$ cat src/rtl/adc_to_float.sv
module adc_to_float #(
  parameter int IN_W  = 10,
  parameter int EXP_W = 8,
  parameter int MAN_W = 23
) (
  input  logic                       clk,
  input  logic                       rst,
  input  logic                       in_valid,
  input  logic [IN_W-1:0]            in_code,
  input  logic                       in_neg,
  output logic                       out_valid,
  output logic [EXP_W+MAN_W:0]       out_word
);

  localparam int BIAS  = (1 << (EXP_W - 1)) - 1;
  localparam int OUT_W = 1 + EXP_W + MAN_W;
  localparam int POS_W = (IN_W > 1) ? $clog2(IN_W) : 1;
  localparam int SH_W  = $clog2(MAN_W + 1);

  logic [POS_W-1:0] lead;
  logic             nonzero;
  logic [MAN_W:0]   wide;
  logic [MAN_W:0]   shifted;
  logic [SH_W-1:0]  shamt;
  logic [EXP_W-1:0] exp_c;
  logic [MAN_W-1:0] man_c;

  always_comb begin
    lead = '0;
    for (int i = 0; i < IN_W; i++)
      if (in_code[i]) lead = POS_W'(i);
  end

  assign nonzero = |in_code;
  assign wide    = {{(MAN_W + 1 - IN_W){1'b0}}, in_code};
  assign shamt   = SH_W'(MAN_W) - SH_W'(lead);
  assign shifted = wide << shamt;
  assign exp_c   = nonzero ? EXP_W'(BIAS) + EXP_W'(lead) : '0;
  assign man_c   = nonzero ? shifted[MAN_W-1:0] : '0;

  always_ff @(posedge clk) begin
    if (rst) begin
      out_valid <= 1'b0;
      out_word  <= '0;
    end else begin
      out_valid <= in_valid;
      if (in_valid) out_word <= {in_neg, exp_c, man_c};
    end
  end

  AST_VALID_FOLLOWS: assert property (@(posedge clk) disable iff (rst)
    in_valid |=> out_valid);
  AST_VALID_DROPS: assert property (@(posedge clk) disable iff (rst)
    !in_valid |=> !out_valid);
  AST_IDLE_HOLD: assert property (@(posedge clk) disable iff (rst)
    !in_valid |=> $stable(out_word));
  AST_ZERO_ENC: assert property (@(posedge clk) disable iff (rst)
    (in_valid && in_code == '0) |=> (out_word[OUT_W-2:0] == '0));
  AST_SIGN_BIT: assert property (@(posedge clk) disable iff (rst)
    in_valid |=> (out_word[OUT_W-1] == $past(in_neg)));
  AST_EXP_RANGE: assert property (@(posedge clk) disable iff (rst)
    (in_valid && in_code != '0) |=>
      (out_word[OUT_W-2:MAN_W] >= EXP_W'(BIAS) &&
       out_word[OUT_W-2:MAN_W] <= EXP_W'(BIAS + IN_W - 1)));

endmodule

$ cat config.mk
export PLATFORM = sky130hd
export DESIGN_NAME = adc_to_float
export DESIGN_NICKNAME = d
export VERILOG_FILES = /design/src/rtl/adc_to_float.sv
export SDC_FILE = /design/constraint.sdc
export NUM_CORES = 1
export LEC_CHECK = 0
export BUFFER_PORTS_ARGS = -buffer_cell sky130_fd_sc_hd__buf_2
export CELL_PAD_IN_SITES_DETAIL_PLACEMENT = 2
export CELL_PAD_IN_SITES_GLOBAL_PLACEMENT = 2
export CORE_UTILIZATION = 31
export CTS_BUF_LIST = sky130_fd_sc_hd__clkbuf_8
export CTS_CLUSTER_DIAMETER = 120
export DETAILED_ROUTE_END_ITERATION = 6
export PLACE_DENSITY = 0.91
export SLEW_MARGIN = 10
export SYNTH_ARGS = -nofsm -noshare
export SYNTH_HDL_FRONTEND = slang
export SYNTH_SLANG_ARGS = --single-unit
$ cat constraint.sdc
create_clock -name clk -period 1.82 [get_ports clk]
set_input_delay 0.091 -clock clk [delete_from_list [all_inputs] [get_ports clk]]
set_output_delay 0.091 -clock clk [all_outputs]
set_load 0.01 [all_outputs]
=== After elaboration in Yosys (flattened, before gate mapping) ===
Index checks and enable logic that the tools add are counted.

* Register bits after elaboration: 33
* Bits in latches: 0
* RAM bits: 0
* ROM bits: 0
* Memories kept: 0

* $add $sub $neg: 2
* $mul: 0
* Divide/modulo/power cells: 0
* Magnitude comparators: 0
* Equality and inequality tests: 0
* Shifts and indexed selects: 1
* Mux-type cells: 11
* Bitwise operators: 0
* Reduce and logical (&&, ||, !) cells: 1

{| class="wikitable"
|+ Operators with widths
! operator !! count
|-
| $mux W4 || 8
|-
| $mux W23 || 1
|-
| $shl A10 B5 Y23 || 1
|-
| $reduce_or A10 Y1 || 1
|-
| $add A7 B4 Y8 const A || 1
|-
| $mux W8 || 1
|-
| $sub A5 B4 Y5 const A || 1
|-
| $mux W1 || 1
|}

=== Logic depth before layout (Yosys ltp) ===
Gate-level depths: netlist of the first run.

* Depth in word-level cells: 12
* Depth in mapped cells: 9

=== Worst setup path after synthesis of the first run ===
OpenSTA, ideal clock, no wires.

* Path kind: in2reg
* Start point: in in_code[4]
* End point: reg out_word[25]
* Setup time: 0.123 ns
* Arrival time: 1.327 ns
* Data required time: 1.697 ns
* Path slack: 0.370 ns
* Cell stages on the path: 9
* Path buffers: 2
* Cells stage by stage: buf_6 or2_1 buf_6 o21a_4 nor2_8 inv_1 ha_1 xnor2_1 o21ai_0

* Cells in the longest elaborated chain, start to end: 8
* Elaborated cells on any way between the ends: 9
* Those cells by class: add/sub: 1; mux: 7; reduce/logical: 1

{| class="wikitable"
|+ RTL lines
! element !! RTL line !! source
|-
| start: declaration || 9 || <nowiki>input logic [IN_W-1:0] in_code,</nowiki>
|-
| $mux W4 (6 in series) || 31 || <nowiki>if (in_code[i]) lead = POS_W'(i);</nowiki>
|-
| $add A7 B4 Y8 || 38 || <nowiki>assign exp_c = nonzero ? EXP_W'(BIAS) + EXP_W'(lead) : '0;</nowiki>
|-
| $mux W8 (*) || 38 ||
|-
| end signal: assignment || 47 || <nowiki>if (in_valid) out_word <= {in_neg, exp_c, man_c};</nowiki>
|-
| end: declaration || 12 || <nowiki>output logic [EXP_W+MAN_W:0] out_word</nowiki>
|}

Mark *: on every way between the ends. The rest lies on a longest branch, timed or not.
A chain may end at the register's enable or synchronous reset.

=== Worst setup path after layout of the first run ===
Ends and elaborated chain as after synthesis.

==> impl_metrics.env, run 1 <==
export IMPL_status="complete, no violations"
export IMPL_grt_pass1_vias=1574
export IMPL_final_max_slew_viol_count=0
export IMPL_finalSetupViolCount=0
export IMPL_cts_made_buffers=5
export IMPL_io_buffer_count=46
export IMPL_worstSetupPathType="in -> reg"
export IMPL_synth_top_area_cell="dfxtp_1"
export IMPL_netlist_area_um2=1610
export IMPL_io_pins=47
export IMPL_power_density_nw_per_um2=762
export IMPL_crit_path_max_fanout=10
export IMPL_clockBufferDepth=2
export IMPL_reg2reg_slack_ps=850
export IMPL_htreeDepth=2
export IMPL_worst_slew_pin_slew_ps=364
export IMPL_crit_arrival_ps=1500
export IMPL_p_leak_nw=0.892
export IMPL_top_usage_layer="met2"
export IMPL_grt_overflow_total=0
export IMPL_synth_commonest_cells="dfxtp_1 (32), nand2_1 (17), and2_1 (15)"
export IMPL_die_y_um=74.2
export IMPL_met3_usage=0.0501
export IMPL_cts_hold_buf=0
export IMPL_clk_latency_ps=280
export IMPL_synthToLayoutAreaGrowth_pct=23.7
export IMPL_dpl_worst_slack_ps=200
export IMPL_max_freq_mhz=752
export IMPL_finalHoldViolations=0
export IMPL_yosysSeqAreaShare=0.397
export IMPL_r2r_cells=4
export IMPL_placementRows=25
export IMPL_synth_area_per_cell_um2=9.22
export IMPL_drc=0
export IMPL_clkSinkCount=32
export IMPL_post_drt_wl_per_cell_um=17.3
export IMPL_nFillCells=576
export IMPL_path_clk_slew_ps=70
export IMPL_grt_max_degree=17
export IMPL_endpoint_kind="register"
export IMPL_synth_seq_cells=32
export IMPL_place_gp_congestion=0.884
export IMPL_maxSlewHeadroom=0.754
export IMPL_yosysWarnings=0
export IMPL_die_x_um=74.2
export IMPL_rr_startpoint="out_word[21]$_SDFFE_PP0P_"
export IMPL_netlist_instances=175
export IMPL_peakVddDrop_mv=0.417
export IMPL_start_util=0.331
export IMPL_drtAntennaViolNets=0
export IMPL_rsz0062_at_grt="false"
export IMPL_grt_antenna_before_repair=0
export IMPL_min_period_ps=1330
export IMPL_cp_startpoint="in_code[4]"
export IMPL_fin_ws_ps=490
export IMPL_synth_nets=191
export IMPL_drt_first_pass_iters=5
export IMPL_cts_tree="done"
export IMPL_vias=1524
export IMPL_skew_ps=0
export IMPL_required_ps=1990
export IMPL_finalCritPeriodShare=0.731
export IMPL_async_reset_ff_frac=0
export IMPL_diodes=0
export IMPL_grt_pass1_wl_um=7930
export IMPL_die_area_um2=5500
export IMPL_hp_class="in -> reg"
export IMPL_grt_usage=0.197
export IMPL_coreArea_um2=4880
export IMPL_drt_total_wl_um=5060
export IMPL_ys_flop_type="dfxtp_1"
export IMPL_fin_nets=241
export IMPL_synth_area_leaders="dfxtp_1 (40%), and2_1 (5.8%), nand2_1 (4.0%)"
export IMPL_endpoint="out_word[25]$_SDFFE_PP0P_"
export IMPL_met2_usage=0.343
export IMPL_synth_distinct_cells=56
export IMPL_cap_violations=0
export IMPL_dp_hpwl_um=3910
export IMPL_drive_gt1_frac=0.333
export IMPL_synth_edf_count=0
export IMPL_met1_usage=0.232
export IMPL_ctsResizeCount=0
export IMPL_cp_start_kind="primary input"
export IMPL_yosys_cell_count_top_type="dfxtp_1"
export IMPL_via_per_inst=5.22
export IMPL_cts_setup_buffers=0
export IMPL_rr_endpoint="out_word[21]$_SDFFE_PP0P_"
export IMPL_synth_top_area_frac=0.397
export IMPL_setup_tns_ps=0
export IMPL_cts_root_buf="clkbuf_8"
export IMPL_drt_initial_drc_count=88
==> cell families (layout without fill, tap and decap cells) <==
group                    Yosys count  in the layout  synth area share
AND/OR/NAND/NOR                   67             67             0.234
AO/OA/AOI/OAI                     53             53             0.263
flip-flops                        32             32             0.397
buffers and inverters             16             66            0.0574
multiplexers                       4              4            0.0279
adder cells (fa/ha/maj)            2              2            0.0155
XOR/XNOR                           1              1           0.00543
==> registers in the layout, summed over array words and instances (netlist names) <==
signal     cells
out_word      31
out_valid      1
==> layout make-up <==
class | instances | area (um^2) | share of cell area
multi-input combinational | 127 | 883 | 0.442
inverter | 5 | 21.3 | 0.0107
tap | 67 | 83.8 | 0.0420
sequential | 32 | 641 | 0.321
clock inverter | 2 | 8.76 | 0.00439
clock buffer | 5 | 68.8 | 0.0345
timing repair buffer | 54 | 290 | 0.145
==> metrics by stage <==
| stage | total power [mW] | cells | cell area [um^2] | hold slack (ps) | utilization |
|---|---|---|---|---|---|
| finish | 1.52 | 292 | 2000 | 39.3 | 0.409 |
| CTS | 1.55 | 292 | 2000 | 30.5 | 0.409 |
| global placement | 1.03 | 285 | 1920 | 325 | 0.393 |
| floorplan | 0.927 | 175 | 1610 | 163 | - |
| global route | 1.59 | 292 | 2000 | 59.0 | 0.409 |
| detailed placement | 1.03 | 285 | 1920 | 344 | 0.393 |
==> how the worst min path moves through the flow <==
stage           start  cells past startpoint                         to
2_1_floorplan     rst                      1  out_word[14]$_SDFFE_PP0P_
3_3_place_gp   in_neg                      3  out_word[31]$_SDFFE_PP0P_
3_5_place_dp      rst                      2  out_word[14]$_SDFFE_PP0P_
4_1_cts           rst                      2  out_word[14]$_SDFFE_PP0P_
5_1_grt           rst                      2  out_word[14]$_SDFFE_PP0P_
6_report          rst                      2  out_word[14]$_SDFFE_PP0P_
==> layer usage <==
| metal | up-vias | routed length, um |
|---|---|---|
| li1 | 730 | - |
| met1 | 744 | 2240 |
| met2 | 43 | 2520 |
| met3 | 7 | 213 |
| met4 | 0 | 89 |
| met5 | - | 0 |
==> critical path, stage by stage <==
cell and delay [ps]:
buf_2 160, or2_1 320, o21a_4 270, nor2_8 120, inv_1 90, ha_1 210, xnor2_1 150, o21ai_0 80
==> cells in the final DEF, fill, tap and decap left out, types with 3 or more instances in the layout <==
master and n:
nand2_1 17, inv_1 5, buf_4 8, buf_2 46, o21ai_0 10, a32o_1 3
nor2b_1 8, dfxtp_1 32, clkbuf_8 5, mux2i_1 3, a31oi_1 3, and2_1 15
a21oi_1 3, o211ai_1 3, nor2_1 11
==> power breakdown <==
| part | total [mW] | internal (mW) | switching, mW |
|---|---|---|---|
| clock | 0.501 | 0.254 | 0.247 |
| combinational | 0.281 | 0.110 | 0.171 |
| sequential | 0.740 | 0.727 | 0.0137 |
| total | 1.52 | 1.09 | 0.433 |
Power figures use the tool's default switching activity.
==> inputs of run 2 (changes only) <==
--- a/config.mk
+++ b/config.mk
@@ -8,11 +8,11 @@
 export BUFFER_PORTS_ARGS = -buffer_cell sky130_fd_sc_hd__buf_2
 export CELL_PAD_IN_SITES_DETAIL_PLACEMENT = 2
 export CELL_PAD_IN_SITES_GLOBAL_PLACEMENT = 2
-export CORE_UTILIZATION = 31
+export CORE_UTILIZATION = 28
 export CTS_BUF_LIST = sky130_fd_sc_hd__clkbuf_8
 export CTS_CLUSTER_DIAMETER = 120
 export DETAILED_ROUTE_END_ITERATION = 6
-export PLACE_DENSITY = 0.91
+export PLACE_DENSITY = 0.87
 export SLEW_MARGIN = 10
 export SYNTH_ARGS = -nofsm -noshare
 export SYNTH_HDL_FRONTEND = slang
==> constraint.sdc (replaced) <==
create_clock -name clk -period 1.11 [get_ports clk]
set_input_delay 0.0555 -clock clk [delete_from_list [all_inputs] [get_ports clk]]
set_output_delay 0.0555 -clock clk [all_outputs]
set_load 0.01 [all_outputs]
==> run 2 against run 1 <==
  * The run now ends with negative setup slack left
  * Global-route usage up 5.7 points
  * Clock skew unchanged
  * Critical path type unchanged
  * Total power grew 110%
  * Non-clock buffer count up 49
  * Combinational power rose to 3.0 times the previous value
  * Core utilization rose by 8.0 points
==> impl_metrics.env, run 2 (synthesis results as in run 1) <==
export IMPL_grt_pass1_vias=1991
export IMPL_layout_commonest_cell="buf_4"
export IMPL_finalCritPeriodShare=1.14
export IMPL_coreArea_um2=5540
export IMPL_hold_ws_ps=10.4
export IMPL_fin_nets=291
export IMPL_dpl_cell_area_um2=2220
export IMPL_drtAntennaViolNets=0
export IMPL_power_mw=3.19
export IMPL_finalSetupViolCount=13
export IMPL_clk_latency_ps=280
export IMPL_drive_gt1_frac=0.562
export IMPL_finalHoldViolations=0
export IMPL_cts_made_buffers=5
export IMPL_fin_area_um2=2710
export IMPL_reg_largest_list="out_word (31), out_valid (1)"
export IMPL_crit_path_max_fanout=4
export IMPL_skew_ps=0
export IMPL_clockBufferDepth=2
export IMPL_worstPathCellList="buf_8 -> or2_4 -> o21ai_4 -> buf_6 -> nand2_8 -> nor3_4 -> ha_1 -> o21ai_1"
export IMPL_slowest_delay_ps=270
export IMPL_clkSinkCount=32
export IMPL_min_period_ps=1270
export IMPL_cts_tree="done"
export IMPL_p_leak_nw=1.22
export IMPL_hp_class="in -> reg"
export IMPL_io_buffer_count=46
export IMPL_post_drt_wl_per_cell_um=24.9
export IMPL_max_freq_mhz=790
export IMPL_vias=1897
export IMPL_placementRows=27
export IMPL_maxSlewHeadroom=0.779
export IMPL_cts_root_buf="clkbuf_8"
export IMPL_drt_first_pass_iters=4
export IMPL_drt_total_wl_um=8660
export IMPL_dp_hpwl_um=4620
export IMPL_grt_overflow_total=0
export IMPL_drc=0
export IMPL_via_per_inst=5.45
export IMPL_grt_pass1_wl_um=11600
export IMPL_cpLargestDelayFamily="simple AND/OR/NAND/NOR gates"
export IMPL_fin_ws_ps=-156
export IMPL_setup_tns_ps=-1190
export IMPL_status="finished, violations left"
export IMPL_die_y_um=77.9
export IMPL_final_max_slew_viol_count=0
export IMPL_place_inst=324
export IMPL_crit_arrival_ps=1480
export IMPL_violations="negative setup slack"
export IMPL_instances_no_fill=348
export IMPL_die_area_um2=6070
export IMPL_io_pins=47
export IMPL_synthToLayoutAreaGrowth_pct=67.8
export IMPL_regMostFlops="out_word"
export IMPL_postLayoutCoreUtil=0.489
export IMPL_grt_usage=0.254
export IMPL_peakVddDrop_mv=0.863
export IMPL_dpl_worst_slack_ps=-366
export IMPL_htreeDepth=2
export IMPL_endpoint_kind="register"
export IMPL_required_ps=1320
export IMPL_diodes=0
export IMPL_grt_max_degree=13
export IMPL_grt_antenna_before_repair=0
export IMPL_path_clk_slew_ps=80
export IMPL_rsz0062_at_grt="true"
export IMPL_worst_slew_pin_slew_ps=327
export IMPL_cp_start_kind="primary input"
export IMPL_start_util=0.291
export IMPL_drt_initial_drc_count=96
export IMPL_cap_violations=0
export IMPL_worst_path_buf_inv=2
export IMPL_largest_register_ffs=31
export IMPL_worstSetupPathType="in -> reg"
export IMPL_power_density_nw_per_um2=1180
export IMPL_die_x_um=77.9
export IMPL_place_gp_congestion=0.860
export IMPL_slowest_stage="or2_4"
export IMPL_mostFrequentLayoutCells="buf_4 (50), buf_2 (44), dfxtp_1 (32)"
==> run 2: layer usage <==
layer,track usage,up-vias,routed length (um)
met2,0.428,70,4340
met5,0,-,0
met4,0.0852,0,259
li1,-,836,-
met3,0.0518,22,380
met1,0.323,969,3680
==> run 2: area by class of cell <==
| type | count | area (um^2) |
|---|---|---|
| fill | 609 | 2830 |
| multi-input combinational | 128 | 1140 |
| timing repair buffer | 103 | 706 |
| sequential | 32 | 641 |
| tap | 72 | 90.1 |
| clock buffer | 5 | 68.8 |
| clock inverter | 3 | 42.5 |
| inverter | 5 | 23.8 |
==> run 2: worst min-delay path: cells and delay by family <==
kind | cells | cell delay [ps]
buffers and inverters | 1 | 70
muxes | 1 | 60
and+or+nand+nor | 1 | 80
==> run 2: what timing repair did <==
item	CTS	global route
gates resized for setup	23	32
pin swaps	13	16
endpoints found under the setup margin	9	15
setup buffers	11	5
hold buffers	0	0
gates cloned	1	0
==> run 2: path summary, 6_finish.rpt <==
check | startpoint | endpoint | slack (ps) | cells past startpoint
min | in_neg | out_word[31]$_SDFFE_PP0P_ | 10 | 3
min reg2reg | out_word[30]$_SDFFE_PP0P_ | out_word[30]$_SDFFE_PP0P_ | 460 | 2
max reg2reg | out_word[21]$_SDFFE_PP0P_ | out_word[21]$_SDFFE_PP0P_ | 220 | 4
max | in_code[7] | out_word[26]$_SDFFE_PP0P_ | -160 | 8
==> run 2: power by group <==
part	total (mW)	switching, mW	internal [mW]
registers	1.22	0.0259	1.19
clock network	1.12	0.460	0.664
logic	0.848	0.471	0.377
==> inputs of run 3 (changes only) <==
--- a/config.mk
+++ b/config.mk
@@ -8,6 +8,7 @@
 export BUFFER_PORTS_ARGS = -buffer_cell sky130_fd_sc_hd__buf_2
 export CELL_PAD_IN_SITES_DETAIL_PLACEMENT = 2
 export CELL_PAD_IN_SITES_GLOBAL_PLACEMENT = 2
+export CORE_MARGIN = 2
 export CORE_UTILIZATION = 28
 export CTS_BUF_LIST = sky130_fd_sc_hd__clkbuf_8
 export CTS_CLUSTER_DIAMETER = 120
==> run 3 against run 2 <==
  * The flow still finishes with violations (negative setup slack)
  * Total power down 9.1%
  * Critical path depth decreased by 1
  * Via count shrank 4.4%
  * Setup slack better by 9.9 ps
  * Register-to-register slack worse by 90 ps
  * First-iteration DRC count grew 16%
  * Maximum frequency increased by 0.79%
  * Cell area down 5.5%
  * Largest cell class unchanged
==> impl_metrics.env, run 3 (synthesis results as in run 1) <==
export IMPL_met3_usage=0.0407
export IMPL_hp_class="in -> reg"
export IMPL_reg_largest_list="out_word (31), out_valid (1)"
export IMPL_skew_ps=0
export IMPL_drt_total_wl_um=7860
export IMPL_finalCritPeriodShare=1.13
export IMPL_place_inst=324
export IMPL_drive_gt1_frac=0.519
export IMPL_hold_depth=3
export IMPL_postLayoutCoreUtil=0.462
export IMPL_layout_commonest_cell="buf_4"
export IMPL_clkSinkCount=32
export IMPL_min_period_ps=1260
export IMPL_endpoint_kind="register"
export IMPL_grt_overflow_total=0
export IMPL_drtAntennaViolNets=0
export IMPL_dp_hpwl_um=4530
export IMPL_grt_max_degree=26
export IMPL_dpl_worst_slack_ps=-459
export IMPL_top_usage_layer="met2"
export IMPL_fin_ws_ps=-146
export IMPL_max_freq_mhz=796
export IMPL_cts_tree="done"
export IMPL_power_density_nw_per_um2=1130
export IMPL_violations="negative setup slack"
export IMPL_instances_no_fill=342
export IMPL_final_max_slew_viol_count=0
export IMPL_hold_ws_ps=11.8
export IMPL_via_per_inst=5.30
export IMPL_die_area_um2=6390
export IMPL_die_y_um=79.9
export IMPL_met1_usage=0.278
export IMPL_grt_pass1_wl_um=11200
export IMPL_finalHoldViolations=0
export IMPL_crit_arrival_ps=1460
export IMPL_rsz0062_at_grt="true"
export IMPL_grt_usage=0.236
export IMPL_fin_nets=285
export IMPL_cts_root_buf="clkbuf_8"
export IMPL_io_pins=47
export IMPL_mostFrequentLayoutCells="buf_4 (48), buf_2 (40), dfxtp_1 (32)"
export IMPL_crit_path_max_fanout=8
export IMPL_fin_area_um2=2560
export IMPL_clockBufferDepth=2
export IMPL_grt_antenna_before_repair=0
export IMPL_die_x_um=79.9
export IMPL_cts_made_buffers=5
export IMPL_regMostFlops="out_word"
export IMPL_htreeDepth=2
export IMPL_required_ps=1320
export IMPL_largest_register_ffs=31
export IMPL_p_leak_nw=1.17
export IMPL_drc=0
export IMPL_start_util=0.291
export IMPL_vias=1814
export IMPL_finalSetupViolCount=11
export IMPL_dpl_cell_area_um2=2220
export IMPL_cap_violations=0
export IMPL_r2r_cells=4
export IMPL_coreArea_um2=5540
export IMPL_post_drt_wl_per_cell_um=23.0
export IMPL_cp_start_kind="primary input"
export IMPL_clk_latency_ps=280
export IMPL_met2_usage=0.417
export IMPL_path_clk_slew_ps=80
export IMPL_peakVddDrop_mv=0.734
export IMPL_diodes=0
export IMPL_worst_slew_pin_slew_ps=343
export IMPL_place_gp_congestion=0.895
export IMPL_io_buffer_count=46
export IMPL_maxSlewHeadroom=0.772
export IMPL_drt_initial_drc_count=111
export IMPL_worstSetupPathType="in -> reg"
export IMPL_synthToLayoutAreaGrowth_pct=58.5
export IMPL_status="finished, violations left"
export IMPL_drt_first_pass_iters=4
export IMPL_grt_pass1_vias=1955
export IMPL_placementRows=27
[run 3: layer usage]
layer	wire length [um]	part of all wire
met1	3280	0.42
met5	0	0
met2	4010	0.51
met3	308	0.039
met4	260	0.033
[run 3: final timing paths]
| path | from | end | slack [ps] |
|---|---|---|---|
| min | in_neg | out_word[31]$_SDFFE_PP0P_ | 10 |
| max reg2reg | out_word[21]$_SDFFE_PP0P_ | out_word[21]$_SDFFE_PP0P_ | 130 |
| min reg2reg | out_word[11]$_SDFFE_PP0P_ | out_word[11]$_SDFFE_PP0P_ | 460 |
| max | in_code[6] | out_word[22]$_SDFFE_PP0P_ | -150 |
[run 3: worst max-delay path, cell delays in order]
cell and delay [ps]:
clkbuf_4 190, nor2_4 210, buf_4 190, o211ai_1 100
a32oi_1 330, a41oi_2 140, o211ai_1 230
[run 3: cell type report]
cell class                      count  area (um^2)
Sequential cell                    32          641
Tap cell                           72         90.1
Clock buffer                        5         68.8
Inverter                            5         23.8
Clock inverter                      3         18.8
Fill cell                         618         2980
Timing Repair Buffer               98          686
Multi-Input combinational cell    127         1030
[run 3: where the power goes]
part / internal [mW] / switching (mW)
clock network: 0.437 / 0.480
registers: 1.19 / 0.0271
logic: 0.346 / 0.417
[run 3: what timing repair did]
action                     CTS  global route
hold buffers                 0             0
pin swaps                    8            10
buffers inserted             6             4
setup endpoints to repair   12            15
gates resized for setup     24            19
[run 3: per-stage QoR]
stage                     power (mW)  setup TNS (ps)
after detailed placement        1.82           -5180
after CTS                       2.82           -76.3
after global placement          1.79           -3820
after floorplan                 1.54           -1450
after global routing            3.01           -1100
final                           2.90            -640
